`config.mk`:
```
export PLATFORM = sky130hd
export DESIGN_NAME = mc_cell
export DESIGN_NICKNAME = d
export VERILOG_FILES = /design/src/rtl/mc_pkg.sv /design/src/rtl/mc_and_array.sv /design/src/rtl/mc_por_timer.sv /design/src/rtl/mc_out_select.sv /design/src/rtl/mc_cell.sv
export SDC_FILE = /design/constraint.sdc
export NUM_CORES = 1
export LEC_CHECK = 0
export BUFFER_PORTS_ARGS = -buffer_cell sky130_fd_sc_hd__buf_2
export CORE_AREA = 10 10 284 286
export DETAILED_ROUTE_END_ITERATION = 12
export DIE_AREA = 0 0 294 296
export PLACE_DENSITY = 0.36
export SYNTH_ARGS = -nofsm -noshare
export SYNTH_HDL_FRONTEND = slang
export SYNTH_SLANG_ARGS = --single-unit
```
`constraint.sdc`:
```
create_clock -name clk -period 3.2 [get_ports clk]
set_input_delay 0 -clock clk [delete_from_list [all_inputs] [get_ports clk]]
set_output_delay 0 -clock clk [all_outputs]
set_load 0.02 [all_outputs]
```
`src/rtl/mc_pkg.sv`:
```
package mc_pkg;

    typedef enum logic [1:0] {
        MODE_COMB_LOW  = 2'b00,
        MODE_COMB_HIGH = 2'b01,
        MODE_REG_LOW   = 2'b10,
        MODE_REG_HIGH  = 2'b11
    } out_mode_e;

    typedef struct packed {
        logic q;
    } cell_state_t;

endpackage

```
`src/rtl/mc_and_array.sv`:
```
module mc_and_array #(
    parameter int N_IN = 22,
    parameter int N_PT = 16
) (
    input  logic [N_IN-1:0]        x_i,
    input  logic [N_PT*2*N_IN-1:0] mask_i,
    input  logic [N_PT-1:0]        en_i,
    output logic                   sum_o
);
    localparam int LW = 2 * N_IN;

    logic [LW-1:0]   lit;
    logic [N_PT-1:0] term;

    for (genvar k = 0; k < N_IN; k++) begin : g_lit
        assign lit[2*k]   = x_i[k];
        assign lit[2*k+1] = ~x_i[k];
    end

    for (genvar p = 0; p < N_PT; p++) begin : g_term
        logic [LW-1:0] sel;
        assign sel     = mask_i[p*LW +: LW];
        assign term[p] = en_i[p] & (&(lit | ~sel));
    end

    assign sum_o = |term;

endmodule

```
`src/rtl/mc_por_timer.sv`:
```
module mc_por_timer #(
    parameter int HOLD = 2
) (
    input  logic clk,
    input  logic rst_n,
    output logic ready_o
);
    localparam int CW = (HOLD < 1) ? 1 : $clog2(HOLD + 1);
    localparam logic [CW-1:0] START = CW'(HOLD);

    logic [CW-1:0] cnt_d, cnt_q;

    always_comb begin
        cnt_d = cnt_q;
        if (cnt_q != '0) begin
            cnt_d = cnt_q - 1'b1;
        end
    end

    always_ff @(posedge clk or negedge rst_n) begin
        if (!rst_n) begin
            cnt_q <= START;
        end else begin
            cnt_q <= cnt_d;
        end
    end

    assign ready_o = (cnt_q == '0);

endmodule

```
`src/rtl/mc_out_select.sv`:
```
module mc_out_select
    import mc_pkg::*;
(
    input  out_mode_e mode_i,
    input  logic      sum_i,
    input  logic      q_i,
    output logic      pin_o,
    output logic      fb_o
);
    always_comb begin
        unique case (mode_i)
            MODE_COMB_LOW:  begin pin_o = ~sum_i; fb_o = ~sum_i; end
            MODE_COMB_HIGH: begin pin_o =  sum_i; fb_o =  sum_i; end
            MODE_REG_LOW:   begin pin_o = ~q_i;   fb_o =  q_i;   end
            default:        begin pin_o =  q_i;   fb_o =  q_i;   end
        endcase
    end

endmodule

```
`src/rtl/mc_cell.sv`:
```
module mc_cell
    import mc_pkg::*;
#(
    parameter int N_IN     = 22,
    parameter int N_PT     = 16,
    parameter int POR_HOLD = 2
) (
    input  logic                   clk,
    input  logic                   rst_n,
    input  logic [N_IN-1:0]        x_i,
    input  logic [N_PT*2*N_IN-1:0] and_mask_i,
    input  logic [N_PT-1:0]        pt_en_i,
    input  logic                   cfg_reg_i,
    input  logic                   cfg_hi_i,
    input  logic                   preset_i,
    input  logic                   areset_i,
    input  logic                   preload_en_i,
    input  logic                   preload_val_i,
    output logic                   pin_o,
    output logic                   fb_o
);
    logic        sum;
    logic        por_ready;
    logic        clr_n;
    logic        reg_q;
    out_mode_e   mode;
    cell_state_t st_d, st_q;

    mc_and_array #(.N_IN(N_IN), .N_PT(N_PT)) u_array (
        .x_i   (x_i),
        .mask_i(and_mask_i),
        .en_i  (pt_en_i),
        .sum_o (sum)
    );

    mc_por_timer #(.HOLD(POR_HOLD)) u_por (
        .clk    (clk),
        .rst_n  (rst_n),
        .ready_o(por_ready)
    );

    // Priority of synchronous sources: preload, then preset, then sum.
    always_comb begin
        st_d = st_q;
        if (por_ready) begin
            if (preload_en_i) begin
                st_d.q = preload_val_i;
            end else if (preset_i) begin
                st_d.q = 1'b1;
            end else begin
                st_d.q = sum;
            end
        end
    end

    // The clear term and power-up reset share the asynchronous path.
    assign clr_n = rst_n & ~areset_i;

    always_ff @(posedge clk or negedge clr_n) begin
        if (!clr_n) begin
            st_q <= '0;
        end else begin
            st_q <= st_d;
        end
    end

    assign reg_q = st_q.q;
    assign mode  = out_mode_e'({cfg_reg_i, cfg_hi_i});

    mc_out_select u_sel (
        .mode_i(mode),
        .sum_i (sum),
        .q_i   (reg_q),
        .pin_o (pin_o),
        .fb_o  (fb_o)
    );

endmodule

```
* After elaboration in Yosys (flattened, before gate mapping)
Index checks and enable logic that the tools add are counted.
** Storage, ports and cells
- Word-level logic and storage cells :: 103
- Register bits after elaboration :: 3
** Operators by class
- $add $sub $neg :: 1
- Bitwise gates (word level) :: 74
- Reduce and logical (&&, ||, !) cells :: 20
- Equal/unequal tests :: 2
- Multiplexer cells :: 4
** Operators with widths (count)
- 44-bit NOT :: 16
- 44-bit OR :: 16
- 44-bit AND reduction :: 16
- 1-bit NOT :: 25
- 1-bit AND :: 17
- 16-bit OR reduction :: 1
- 2-bit logical NOT :: 2
- 1-bit one-hot mux with 3 select lines :: 1
- 2-bit by 1-bit == test with 1-bit output, second input constant :: 1
- 2-bit == test, second input constant :: 1
- 1-bit two-way mux :: 2
- 1-bit one-hot mux with 2 select lines :: 1
- 2-bit nonzero test :: 1
- 2-bit by 1-bit subtractor with 2-bit output, second input constant :: 1

* Logic depth before layout (Yosys ltp)
- Depth in word-level cells :: 7
- Depth in mapped cells :: 9

* Modules after synthesis
From an unflattened synthesis, not the netlist that was laid out.
** Unflattened totals
- Cell total of the unflattened synthesis :: 618
- Area total of the unflattened synthesis :: 4937.2 µm²
** By module, submodules not included
- mc_and_array :: times used 1, area an instance 4738.3 µm², cells each 599
- mc_por_timer :: times used 1, area an instance 102.6 µm², cells each 8
- mc_cell :: times used 1, area an instance 60.1 µm², cells each 6
- mc_out_select :: times used 1, area an instance 36.3 µm², cells each 5

* Least setup slack after synthesis
Ideal clock, no wire load.
- Path kind :: input to output
- Start point :: in x_i[17]
- End point :: out pin_o
- Cell stages on the path :: 8
- Setup slack :: 1575 ps
- Data arrival time :: 1625 ps
- Cell sequence :: buf_6 > mux2_4 > a221o_1 > nor4_2 > a32oi_1 > nand4_1 > o31ai_1 > xor2_1
** On the way
- Cells in the longest elaborated chain, start to end :: 7
** Ends and longest elaborated chain
- from (decl) :: RTL line mc_cell.sv:10 : input logic [N_IN-1:0] x_i,
- 1-bit NOT :: RTL line mc_and_array.sv:17 : assign lit[2*k+1] = ~x_i[k];
- 44-bit OR :: RTL line mc_and_array.sv:23 : assign term[p] = en_i[p] & (&(lit | ~sel));
- 44-bit AND reduction :: RTL line mc_and_array.sv:23
- 1-bit AND :: RTL line mc_and_array.sv:23
- 16-bit OR reduction (*) :: RTL line mc_and_array.sv:26 : assign sum_o = |term;
- 1-bit NOT :: RTL line mc_out_select.sv:12 : MODE_COMB_LOW: begin pin_o = ~sum_i; fb_o = ~sum_i; end
- 1-bit one-hot mux with 3 select lines (*) :: RTL line mc_out_select.sv:11 : unique case (mode_i)
- to (decl) :: RTL line mc_cell.sv:19 : output logic pin_o,
Every way passes the cells marked *; elsewhere a longest branch is shown, timed or not.

* Worst setup path in the final report
- Start point :: in x_i[18]
- End point :: out fb_o
** On the way
- Cells in the longest elaborated chain, start to end :: 7
** Ends and longest elaborated chain
- 1-bit NOT :: RTL line mc_and_array.sv:17
- 44-bit OR :: RTL line mc_and_array.sv:23
- 44-bit AND reduction :: RTL line mc_and_array.sv:23
- 1-bit AND :: RTL line mc_and_array.sv:23
- 16-bit OR reduction (*) :: RTL line mc_and_array.sv:26
- 1-bit NOT :: RTL line mc_out_select.sv:12
- 1-bit one-hot mux with 2 select lines (*) :: RTL line mc_out_select.sv:11
- to (decl) :: RTL line mc_cell.sv:20 : output logic fb_o
Marks and branches as above.

==> impl_metrics.xml <==
<?xml version="1.0" encoding="UTF-8"?>
<metrics>
  <group name="logic_synthesis">
    <metric name="synth_top_family_by_area" unit="">multiplexers</metric>
    <metric name="netlist-cell-type-count" unit="">39</metric>
    <metric name="ys_ff_latch" unit="">3</metric>
    <metric name="avgSynthCellArea" unit="sq um">8.49</metric>
    <metric name="netlist_top_cells_area" unit="">sky130_fd_sc_hd__mux2i_1, sky130_fd_sc_hd__nand4_1, sky130_fd_sc_hd__buf_4</metric>
    <metric name="synth_fa_ha_area_share" unit="%">0.252</metric>
    <metric name="yosys_synthesis_warning_count" unit="">0</metric>
    <metric name="post_synth_inst_count" unit="">585</metric>
    <metric name="synth_compound_area_share" unit="%">7.18</metric>
    <metric name="synth_top_area_share" unit="%">62.9</metric>
    <metric name="post-synth-top-area-cell" unit="">sky130_fd_sc_hd__mux2i_1</metric>
    <metric name="synth_sequential_area_ratio" unit="%">1.54</metric>
    <metric name="synthXorXnorAreaFrac" unit="%">0.353</metric>
    <metric name="yosys.area_share.simple" unit="%">18.9</metric>
    <metric name="synth.mux.area_fraction" unit="%">64.0</metric>
    <metric name="syn-cell-area" unit="sq mm">0.00496</metric>
    <metric name="syn_nets" unit="">1336</metric>
  </group>
  <group name="clock_tree">
    <metric name="clk_latency" unit="ps">220</metric>
    <metric name="cts-htree-levels" unit="">1</metric>
    <metric name="cts-root-buf" unit="">sky130_fd_sc_hd__clkbuf_16</metric>
    <metric name="maximum_clock_insertion_buffer_count" unit="">2</metric>
    <metric name="clock_sink_count" unit="">3</metric>
    <metric name="cts-buffers-inserted" unit="">3</metric>
    <metric name="cts.reportedPaths.clkPinSlew" unit="ps">30</metric>
    <metric name="cts_tree" unit="">yes</metric>
    <metric name="post_cts_setup_buffer_count" unit="">0</metric>
  </group>
  <group name="sta">
    <metric name="slew_viol_final" unit="">0</metric>
    <metric name="finalSetupViolations" unit="">0</metric>
    <metric name="post-route-period-util" unit="%">96.1</metric>
    <metric name="highest_clock_rate" unit="MHz">325</metric>
    <metric name="rsz0062_at_grt" unit="">no</metric>
    <metric name="finalHoldWorstSlack" unit="ps">63.0</metric>
    <metric name="worst_pin_slew" unit="ps">803</metric>
    <metric name="final_tns_setup" unit="ps">0</metric>
    <metric name="final_worst_path_period_need" unit="ps">3080</metric>
    <metric name="clock-skew-final" unit="ps">0.0172</metric>
    <metric name="final_hold_viol_count" unit="">0</metric>
    <metric name="timing.max_slew.rel_slack" unit="%">46.0</metric>
  </group>
  <group name="floorplan">
    <metric name="io_pins" unit="">752</metric>
    <metric name="start_util" unit="%">6.60</metric>
    <metric name="fp.dieH" unit="um">296</metric>
    <metric name="die_area" unit="sq mm">0.0870</metric>
    <metric name="fp-row-count" unit="">101</metric>
    <metric name="fp.dieW" unit="um">294</metric>
    <metric name="core_area" unit="sq mm">0.0752</metric>
  </group>
  <group name="final_layout">
    <metric name="finalNetCount" unit="">2106</metric>
    <metric name="final_layout_size_suffix_gt1_share" unit="%">60.6</metric>
    <metric name="areaGrowthSynthToFinish" unit="%">107</metric>
    <metric name="layout.filler_cells" unit="">8758</metric>
    <metric name="final_util" unit="%">13.7</metric>
    <metric name="final_instance_area" unit="sq mm">0.0103</metric>
  </group>
  <group name="drt">
    <metric name="detail_route.drc_violations" unit="">0</metric>
    <metric name="final_routed_wire_length_divided_by_cell_count" unit="um">30.2</metric>
    <metric name="drt_first_pass_iters" unit="">5</metric>
    <metric name="via_count" unit="">8539</metric>
    <metric name="post_detailed_route_via_to_cell_ratio" unit="">3.66</metric>
    <metric name="ant_nets" unit="">0</metric>
    <metric name="initialDrtViolationCount" unit="">481</metric>
    <metric name="wirelength" unit="um">70600</metric>
  </group>
  <group name="placed_design">
    <metric name="io_buffers" unit="">751</metric>
    <metric name="dpl.hpwl" unit="um">62700</metric>
    <metric name="gp_routability_congestion" unit="">0.905</metric>
    <metric name="placement.cell_area" unit="sq mm">0.0101</metric>
  </group>
  <group name="global_routing">
    <metric name="grt_start_max_net_pins" unit="">18</metric>
    <metric name="grt_pass1_vias" unit="">9683</metric>
    <metric name="wire_length_of_the_first_global_routing_pass" unit="um">88300</metric>
    <metric name="grt_usage" unit="%">15.1</metric>
    <metric name="number_of_antenna_violations_at_the_first_check_in_global_routing" unit="">19</metric>
    <metric name="gr-total-overflow" unit="">0</metric>
  </group>
  <group name="power_and_ir_drop">
    <metric name="leakage" unit="nW">5.55</metric>
    <metric name="ir_worst_vdd" unit="mV">0.0915</metric>
    <metric name="fin_total_pwr" unit="mW">1.50</metric>
    <metric name="powerDensity" unit="mW/mm^2">146</metric>
  </group>
  <group name="critical_path">
    <metric name="endpoint_kind" unit="">output port</metric>
    <metric name="crit_path_max_fanout" unit="">11</metric>
    <metric name="required_time_worst_endpoint" unit="ps">3200</metric>
    <metric name="worst_r2r_startpoint" unit="">u_por.cnt_q[1]</metric>
    <metric name="crit_type" unit="">primary input to output port</metric>
    <metric name="worst_setup_path_startpoint" unit="">x_i[18]</metric>
    <metric name="crit_arrival" unit="ps">3080</metric>
    <metric name="setup.worst_path.start_class" unit="">primary input</metric>
  </group>
  <group name="status">
    <metric name="run_status" unit="">complete, no violations</metric>
  </group>
  <group name="run">
    <metric name="drv_cap" unit="">0</metric>
  </group>
  <group name="min_path">
    <metric name="min_from" unit="">preset_i</metric>
    <metric name="worstHoldPathType" unit="">primary input to register</metric>
  </group>
</metrics>
[registers in the layout, summed over array words and instances (netlist names)]
signal,count
u_por.cnt_q,2
reg_q,1
[power by group]
part	internal, mW	switching [mW]	total, mW	leakage [nW]
clock network	0.165	0.0359	0.200	0.0382
logic	0.606	0.651	1.26	5.48
registers	0.0392	0.000240	0.0395	0.0363
total	0.810	0.687	1.50	5.55
[metrics by stage]
step / std cells / worst slack, ps
floorplan: 585 / 1580
finish: 2334 / 124
CTS: 2332 / 32.2
global route: 2333 / 25.1
detailed placement: 2326 / -542
global placement: 2326 / -561
[what timing repair did]
action / CTS / global route
setup endpoints to repair: 3 / 1
hold buffers: 2 / 0
endpoints found under the hold margin: 3 / 0
cloned: 0 / 0
gates resized for setup: 7 / 1
[placed cells by master (no fill, tap or decap), types with 3 or more instances in the layout]
cell type and instances:
sky130_fd_sc_hd__inv_1 12, sky130_fd_sc_hd__mux2i_1 311, sky130_fd_sc_hd__a22oi_1 12, sky130_fd_sc_hd__a32oi_1 6, sky130_fd_sc_hd__nor4_2 4, sky130_fd_sc_hd__nand4_1 66
sky130_fd_sc_hd__nand2b_1 8, sky130_fd_sc_hd__buf_4 51, sky130_fd_sc_hd__o21ai_0 3, sky130_fd_sc_hd__nor2b_1 13, sky130_fd_sc_hd__clkbuf_16 3, sky130_fd_sc_hd__buf_12 7
sky130_fd_sc_hd__nand3_1 24, sky130_fd_sc_hd__buf_2 749, sky130_fd_sc_hd__nand2_1 17, sky130_fd_sc_hd__a221o_1 6, sky130_fd_sc_hd__nor4_1 15, sky130_fd_sc_hd__nor2_1 13
[layout make-up]
type | instances | area [sq um] | share of cell area [%]
Timing Repair Buffer | 809 | 4290 | 41.8
Clock buffer | 4 | 78.8 | 0.768
Multi-Input combinational cell | 526 | 4540 | 44.3
Sequential cell | 3 | 76.3 | 0.744
Tap cell | 978 | 1220 | 11.9
Inverter | 12 | 45.0 | 0.439
Antenna cell | 2 | 5.00 | 0.0488
[critical path, cell delays in order]
cell	delay, ps
sky130_fd_sc_hd__buf_2	320
sky130_fd_sc_hd__buf_4	460
sky130_fd_sc_hd__mux2i_1	290
sky130_fd_sc_hd__nand4_1	110
sky130_fd_sc_hd__nor4_1	690
sky130_fd_sc_hd__a22oi_1	270
sky130_fd_sc_hd__nand4_1	260
sky130_fd_sc_hd__buf_12	150
sky130_fd_sc_hd__nor3_1	40
sky130_fd_sc_hd__o31a_1	290
sky130_fd_sc_hd__buf_2	170
[metal layers]
layer  up-vias  routed length, um  global-route usage, %
li1       3876                  -                      -
met1      3895              26800                   16.9
met2       638              35100                   27.3
met3       116               5930                   3.90
met4        14               2640                   5.08
met5         -                 92                      0
[cell usage after synthesis]
library cell,n
sky130_fd_sc_hd__o22ai_1,1
sky130_fd_sc_hd__mux2i_1,312
sky130_fd_sc_hd__a222oi_1,2
sky130_fd_sc_hd__buf_4,36
sky130_fd_sc_hd__dfrtp_1,2
sky130_fd_sc_hd__a211oi_1,1
sky130_fd_sc_hd__nor2b_1,13
sky130_fd_sc_hd__nand4_1,66
sky130_fd_sc_hd__a22o_1,2
sky130_fd_sc_hd__a221oi_1,1
sky130_fd_sc_hd__o31a_1,1
sky130_fd_sc_hd__nor4_1,18
sky130_fd_sc_hd__a221o_1,6
sky130_fd_sc_hd__inv_1,12
sky130_fd_sc_hd__nor4_2,2
sky130_fd_sc_hd__a2111oi_0,2
sky130_fd_sc_hd__buf_6,5
sky130_fd_sc_hd__o2111ai_1,2
sky130_fd_sc_hd__nor4bb_1,1
sky130_fd_sc_hd__o31ai_1,1
sky130_fd_sc_hd__nor2_1,13
sky130_fd_sc_hd__nand2b_1,8
sky130_fd_sc_hd__a22oi_1,12
sky130_fd_sc_hd__xor2_1,1
sky130_fd_sc_hd__a32oi_1,6
sky130_fd_sc_hd__dfstp_2,1
sky130_fd_sc_hd__xnor2_1,1
sky130_fd_sc_hd__and4b_1,1
sky130_fd_sc_hd__o21a_1,1
sky130_fd_sc_hd__ha_1,1
sky130_fd_sc_hd__o21ai_0,3
sky130_fd_sc_hd__a2111o_1,1
sky130_fd_sc_hd__nand2_1,17
sky130_fd_sc_hd__buf_2,3
sky130_fd_sc_hd__a211o_1,1
sky130_fd_sc_hd__nand3_1,24
sky130_fd_sc_hd__mux2_4,2
sky130_fd_sc_hd__nor3_1,1
sky130_fd_sc_hd__mux2_2,2
[final timing paths]
kind	cells after the start	slack [ps]	to
worst max-delay path	11	120	fb_o
worst min-delay path	3	60	reg_q
worst max register to register	4	2100	reg_q
worst min register to register	2	480	u_por.cnt_q[1]
max in group asynchronous	3	2780	reg_q
min in group asynchronous	2	140	u_por.cnt_q[0]
[cell families (layout without fill, tap and decap cells)]
kind of cell	after synthesis	in the layout
other	0	2
AO/OA/AOI/OAI	43	43
XOR/XNOR	2	2
multiplexers	316	316
AND/OR/NAND/NOR	164	164
flip-flops	3	3
buffers and inverters	56	825
adder cells (fa/ha/maj)	1	1
(Power assumes the default switching activity.)
